File: src/rtl/fhm_pkg.sv
`timescale 1ns/1ps
package fhm_pkg;

   typedef enum logic {
      FHM_IDLE = 1'b0,
      FHM_RUN  = 1'b1
   } fhm_state_e;

   // Width of a counter that must reach n-1.
   function automatic int unsigned fhm_cnt_w(input int unsigned n);
      return (n <= 2) ? 1 : $clog2(n);
   endfunction

endpackage

File: src/rtl/fhm_sequencer.sv
`timescale 1ns/1ps
module fhm_sequencer #(
   parameter int unsigned STEPS = 8
) (
   input  logic clk,
   input  logic rst_n,
   input  logic start_i,
   output logic load_o,
   output logic step_o,
   output logic last_o,
   output logic busy_o,
   output logic done_o
);
   import fhm_pkg::*;

   localparam int unsigned CW = fhm_cnt_w(STEPS);
   localparam logic [CW-1:0] LAST_IDX = CW'(STEPS - 1);

   fhm_state_e    state_q;
   logic [CW-1:0] idx_q;
   logic          done_q;

   assign busy_o = (state_q == FHM_RUN);
   assign load_o = (state_q == FHM_IDLE) && start_i;
   assign step_o = busy_o;
   assign last_o = busy_o && (idx_q == LAST_IDX);
   assign done_o = done_q;

   always_ff @(posedge clk or negedge rst_n) begin
      if (!rst_n) begin
         state_q <= FHM_IDLE;
         idx_q   <= '0;
         done_q  <= 1'b0;
      end else begin
         done_q <= last_o;
         if (load_o) begin
            state_q <= FHM_RUN;
            idx_q   <= '0;
         end else if (last_o) begin
            state_q <= FHM_IDLE;
            idx_q   <= '0;
         end else if (busy_o) begin
            idx_q <= idx_q + 1'b1;
         end
      end
   end

endmodule

File: src/rtl/fhm_horner_acc.sv
`timescale 1ns/1ps
module fhm_horner_acc #(
   parameter int unsigned W = 8
) (
   input  logic         clk,
   input  logic         rst_n,
   input  logic         load_i,
   input  logic         step_i,
   input  logic         last_i,
   input  logic [W-1:0] mcand_i,
   input  logic [W-1:0] mplier_i,
   output logic [W:0]   acc_nxt_o
);
   localparam int unsigned AW = W + 1;

   logic [W-1:0] a_q;
   logic [W-1:0] b_q;
   logic [AW-1:0] acc_q;
   logic [AW-1:0] a_ext;
   logic [AW-1:0] addend;
   logic [AW-1:0] sum;
   logic          cin;

   // One-bit sign extension of the multiplicand.
   assign a_ext  = {a_q[W-1], a_q};
   // Sign-bit step: ones' complement plus a carry into the LSB.
   assign addend = b_q[0] ? (last_i ? ~a_ext : a_ext) : '0;
   assign cin    = b_q[0] & last_i;
   assign sum    = acc_q + addend + AW'(cin);
   // Horner scaling by one half, skipped on the sign-bit step.
   assign acc_nxt_o = last_i ? sum : {sum[AW-1], sum[AW-1:1]};

   always_ff @(posedge clk or negedge rst_n) begin
      if (!rst_n) begin
         a_q   <= '0;
         b_q   <= '0;
         acc_q <= '0;
      end else if (load_i) begin
         a_q   <= mcand_i;
         b_q   <= mplier_i;
         acc_q <= '0;
      end else if (step_i) begin
         b_q   <= b_q >> 1;
         acc_q <= acc_nxt_o;
      end
   end

endmodule

File: src/rtl/fhm_trunc_sat.sv
`timescale 1ns/1ps
module fhm_trunc_sat #(
   parameter int unsigned W = 8
) (
   input  logic [W:0]   acc_i,
   output logic [W-1:0] res_o,
   output logic         ovf_o
);
   localparam logic [W-1:0] MAX_POS = {1'b0, {(W-1){1'b1}}};
   localparam logic [W-1:0] MIN_NEG = {1'b1, {(W-1){1'b0}}};

   always_comb begin
      ovf_o = acc_i[W] ^ acc_i[W-1];
      if (!ovf_o)       res_o = acc_i[W-1:0];
      else if (acc_i[W]) res_o = MIN_NEG;
      else              res_o = MAX_POS;
   end

endmodule

File: src/rtl/frac_horner_mul.sv
`timescale 1ns/1ps
module frac_horner_mul #(
   parameter int unsigned W = 8
) (
   input  logic         clk,
   input  logic         rst_n,
   input  logic         start_i,
   input  logic [W-1:0] mcand_i,
   input  logic [W-1:0] mplier_i,
   output logic         busy_o,
   output logic         done_o,
   output logic [W-1:0] prod_o,
   output logic         ovf_o
);
   if (W < 2) begin : g_bad_width
      $error("frac_horner_mul: W must be at least 2");
   end

   logic         load, step, last;
   logic [W:0]   acc_nxt;
   logic [W-1:0] sat_res;
   logic         sat_ovf;
   logic [W-1:0] prod_q;
   logic         ovf_q;

   fhm_sequencer #(.STEPS(W)) u_seq (
      .clk(clk), .rst_n(rst_n), .start_i(start_i),
      .load_o(load), .step_o(step), .last_o(last),
      .busy_o(busy_o), .done_o(done_o)
   );

   fhm_horner_acc #(.W(W)) u_acc (
      .clk(clk), .rst_n(rst_n), .load_i(load), .step_i(step),
      .last_i(last), .mcand_i(mcand_i), .mplier_i(mplier_i),
      .acc_nxt_o(acc_nxt)
   );

   fhm_trunc_sat #(.W(W)) u_sat (
      .acc_i(acc_nxt), .res_o(sat_res), .ovf_o(sat_ovf)
   );

   always_ff @(posedge clk or negedge rst_n) begin
      if (!rst_n) begin
         prod_q <= '0;
         ovf_q  <= 1'b0;
      end else begin
         ovf_q <= last & sat_ovf;
         if (last) prod_q <= sat_res;
      end
   end

   assign prod_o = prod_q;
   assign ovf_o  = ovf_q;

endmodule

File: config.mk
export PLATFORM = sky130hd
export DESIGN_NAME = frac_horner_mul
export DESIGN_NICKNAME = d
export VERILOG_FILES = /design/src/rtl/fhm_pkg.sv /design/src/rtl/fhm_sequencer.sv /design/src/rtl/fhm_horner_acc.sv /design/src/rtl/fhm_trunc_sat.sv /design/src/rtl/frac_horner_mul.sv
export SDC_FILE = /design/constraint.sdc
export NUM_CORES = 1
export LEC_CHECK = 0
export BUFFER_PORTS_ARGS = -buffer_cell sky130_fd_sc_hd__buf_2
export CAP_MARGIN = 20
export CORE_MARGIN = 2
export CORE_UTILIZATION = 25
export CTS_CLUSTER_SIZE = 28
export DETAILED_ROUTE_END_ITERATION = 16
export SLEW_MARGIN = 20
export SYNTH_ARGS = -nofsm -noshare
export SYNTH_HDL_FRONTEND = slang
export SYNTH_HIERARCHICAL = 1
export SYNTH_SLANG_ARGS = --single-unit
File: constraint.sdc
create_clock -name clk -period 13.78 [get_ports clk]
set_input_delay 2.756 -clock clk [delete_from_list [all_inputs] [get_ports clk]]
set_output_delay 2.756 -clock clk [all_outputs]
set_load 0.005 [all_outputs]
==> results <==
- The pre-CTS setup slack is 9100 ps.
- The site row count is 36.
- The worst hold slack across all endpoints is 513 ps.
- In the routed design, unresolved DRC markers number 0.
- Clock skew on the completed layout was measured at 5.68 ps.
- The worst hold-check path type is reg -> reg.
- The number of cell instances on the worst register-to-register path is 18.
- The wire-length estimate of the detail-placed layout is 3640 um.
- The flow ran to the end, and the final reports show no timing, DRC or antenna violations.
- In this run the static leakage power is 0.00130 uW.
- TritonCTS built the clock tree.
- The routed layout has 1801 vias.
- The largest fanout on the critical path is 32.
- The synthesized net count is 275.
- The slew of the pin with the lowest slew margin is 881 ps.
- For this run, the top clock speed supported by timing is 0.212 GHz.
- For this design, the sink count on the clock tree is 39.
- In the final layout, the share of cells above drive strength 1 is 0.247.
- The synthesized design contains 39 register bits.
- Entering global routing, the biggest net connects 40 pins.
- The internal power of the cells totals 441 uW.
- The beginning of the critical path is u_seq/idx_q[0].
- The cell occurring most often along the worst timing path is sky130_fd_sc_hd__ha_1.
- The later pin in the worst-skew pair is clocked with a latency of 280 ps.
- Setup repair after global routing left no endpoint under its margin.
- Pin placement for this block handled 30 I/O pins.
- The quantity of gates resized following cts is 0.
- Measured along the y axis, the die boundary spans 104 um.
- The core region is 9680 um^2.
- The number of instances in the synthesized netlist is 243.
- Of the total power, registers draw 0.256.
- The final count of hold timing violations came to 0.
- In the final timing run, aggregate negative setup slack is 0 ps.
- Relative to the synthesized area, the layout overhead comes to 13.0%.
- Of the total power, combinational logic draws 0.656.
- The minimum clock period after layout is 4720 ps.
- The detailed-route wire length per cell is 12.6 um.
- The synthesized design contains 0 enable-type register cells.
- The worst setup path is captured at a flop.
- The width of the die is 104 um.
- The share of total power dissipated in the clock network is 0.087.
- The TritonCTS buffer count is 5.
- Sorting the synthesized cells by area gives the leading types as sky130_fd_sc_hd__dfrtp_1 39%, sky130_fd_sc_hd__mux2i_1 6.1%, sky130_fd_sc_hd__ha_1 5.6%.
- The number of violations of the max-capacitance limit is 0.
- The synthesized area is 2480 um^2.
- The commonest register cell after synthesis is sky130_fd_sc_hd__dfrtp_1.
- Of the total power, the share spent switching nets is 0.447.
- The endpoint identified for the worst register-to-register timing path is prod_o[6].
- The area share of the leading cell type in the synthesized netlist is 0.394.
- The longest individual stage delay on the worst path is 480 ps.
- Setup violations remaining at the end of the flow were counted as 0.
- The weighted congestion reported at the end of routability-driven placement is 0.858.
- Power spread over the standard cell area amounts to 285 nW/um^2.
- The clock-pin slew of the registers on the worst-case setup and hold paths is 70 ps.
- In this run the remaining antenna-violating nets after routing total 0.
- The number of antenna diodes is 0.
- The sum of routed wire length over all layers is 5040 um.
- The number of optimization iterations in the first detailed-route pass is 4.
- After global routing the overflow that remains totals 0.
- The initial antenna violation count is 0.
- The number of setup buffers added after CTS is 0.
- IR analysis of the VDD net gives a maximum drop of 0.0000857 V.
- sky130_fd_sc_hd__dfrtp_1 takes more of the synthesized area than any other cell.
- Of the available clock period, the critical path in the final layout requires 0.342.
- The end point of the critical path is prod_o[6].
- The number of global-route vias before repair is 1800.
- Setup slack on the critical path of the routed design comes to 9060 ps.
- The count of input and output buffers is 29.
- The number of hold buffers added after CTS was 0.
- The number of DRC markers after the initial detailed-route iteration is 56.
- The total die area is 10700 um^2.
- The synthesized netlist contains 48 unique library cells.
- The global router's overall resource usage is 0.0964.
- The startpoint type of the worst setup path is a flop.
- The detail-routed via count per cell is 4.50.
- For flop-to-flop paths, the worst setup slack is 9060 ps.
- The net count of the finished layout is 300.
- The maximum number of buffers from clock root to sink is 2.
- During synthesis, Yosys emitted a total of 6 warnings.
- Ranked by instance count, the synthesized netlist is headed by 39 x sky130_fd_sc_hd__dfrtp_1, 19 x sky130_fd_sc_hd__nand2_1, 17 x sky130_fd_sc_hd__inv_1, 15 x sky130_fd_sc_hd__mux2i_1, 15 x sky130_fd_sc_hd__nor2_1.
- The slowest cell on the critical path is sky130_fd_sc_hd__fa_1.
- Data on the critical path is required at its endpoint by 13950 ps.
- The startpoint identified for the worst register-to-register timing path is u_seq/idx_q[0].
- The max-slew violation count is 0.
- The routing usage on met2 is 0.168.
- The category of the most critical setup path is reg -> reg.
- The average instance in the mapped netlist occupies 10.2 um^2.
- Summed over all nets, the switching power comes to 357 uW.
- The critical path goes through ha_1, ha_1, and2_1, buf_4, xor2_1, nand2_1, fa_1, fa_1, nand2b_1, a311oi_2, a31oi_1, xnor2_1, mux2i_1, inv_1, ha_1, nor2b_4, a21oi_1, mux2_4.
- The root buffer selected by CTS is sky130_fd_sc_hd__clkbuf_8.
- The deepest level of the CTS H-tree is 2.
- The fraction of registers with async set/reset is 1.00.
- The layer with the highest usage after global routing is met2.
- In the global route stage, met3 resource usage came out at 0.0189.
- The tightest slew margin relative to the limit is 0.413.
- Data on the critical path arrives at its endpoint at 4890 ps.
- For this run, the register share of the synthesized area comes to 0.394.
- The initial utilization of the core area, before any placement, comes to 0.256.
- The routing usage on met1 is 0.124.
- The wire length of the first global-routing pass is 8650 um.
- The most frequently used cell type in the post-synthesis netlist is sky130_fd_sc_hd__dfrtp_1.
-- through the flow --
step                power [uW]  std cells   util  instance area (um^2)
floorplan                  639        243      -                  2480
global placement           721        394  0.282                  2730
detailed placement         728        394  0.282                  2730
CTS                        804        400  0.289                  2800
global route               879        400  0.289                  2800
finish                     798        400  0.289                  2800
-- logic make-up (layout without fill, tap and decap cells) --
group	after synthesis	after routing	share of synthesized area
buffers and inverters	32	56	0.0621
muxes	32	32	0.150
DFF	39	39	0.394
AOI/OAI and AO/OA	53	53	0.148
and+or+nand+nor	61	61	0.125
adders and majority gates	13	13	0.0717
xor gates and xnor gates	13	13	0.0490
-- worst min-delay path by stage --
| stage | end | depth (start not counted) | start |
|---|---|---|---|
| floorplan | u_seq/idx_q[1] | 1 | u_seq/idx_q[1] |
| global placement | u_seq/idx_q[2] | 1 | u_seq/idx_q[2] |
| detailed placement | prod_o[2] | 1 | prod_o[2] |
| CTS | u_seq/idx_q[0] | 1 | u_seq/idx_q[0] |
| global route | u_seq/idx_q[1] | 1 | u_seq/idx_q[1] |
| finish | u_seq/idx_q[2] | 1 | u_seq/idx_q[2] |
-- state kept, by name (all words and copies together) (netlist names) --
name          flops
u_acc/acc_q       9
prod_o            8
u_acc/a_q         8
ovf_o             1
u_seq/busy_o      1
u_acc/b_q         8
u_seq/idx_q       3
u_seq/done_o      1
-- layout make-up --
cell class / count / area (um^2)
well taps: 133 / 166
clock buffers: 6 / 72.6
multi-input cells: 172 / 1350
repair buffers: 32 / 168
flip-flops and latches: 39 / 976
inverters: 18 / 67.6
fillers: 1038 / 6880
-- power by group through the flow --
stage	Combinational (uW)	Clock, uW	Sequential, uW
2_1_floorplan	439	0	200
3_3_place_gp	514	0	207
3_5_place_dp	520	0	208
4_1_cts	524	74.2	206
5_1_grt	588	78.5	212
6_report	524	69.8	204
-- worst max-delay path: cells and delay by family, from the launching register on --
kind                     cells  cell delay [ps]
AND/OR/NAND/NOR              4              650
buffers and inverters        2              480
adder cells (fa/ha/maj)      5             1580
multiplexers                 2              430
XOR/XNOR                     2              520
AO/OA/AOI/OAI                3              560
flip-flops                   1              380
-- per-layer routing --
| layer | share of wire | wire length [um] |
|---|---|---|
| met3 | 0.029 | 144 |
| met2 | 0.48 | 2420 |
| met5 | 0 | 0 |
| met4 | 0.012 | 60 |
| met1 | 0.48 | 2410 |
-- cells in the final DEF (no fill, tap or decap), types with 4 or more instances in the layout --
master and count:
sky130_fd_sc_hd__a21oi_1 11, sky130_fd_sc_hd__a311oi_1 5, sky130_fd_sc_hd__and2_1 6, sky130_fd_sc_hd__buf_2 29, sky130_fd_sc_hd__clkbuf_8 5, sky130_fd_sc_hd__dfrtp_1 39
sky130_fd_sc_hd__ha_1 11, sky130_fd_sc_hd__inv_1 17, sky130_fd_sc_hd__mux2_2 9, sky130_fd_sc_hd__mux2_4 8, sky130_fd_sc_hd__mux2i_1 15, sky130_fd_sc_hd__nand2_1 19
sky130_fd_sc_hd__nand2b_1 6, sky130_fd_sc_hd__nor2_1 15, sky130_fd_sc_hd__o21a_1 4, sky130_fd_sc_hd__o21ai_0 12, sky130_fd_sc_hd__xor2_1 9
Power figures use the tool's default switching activity.
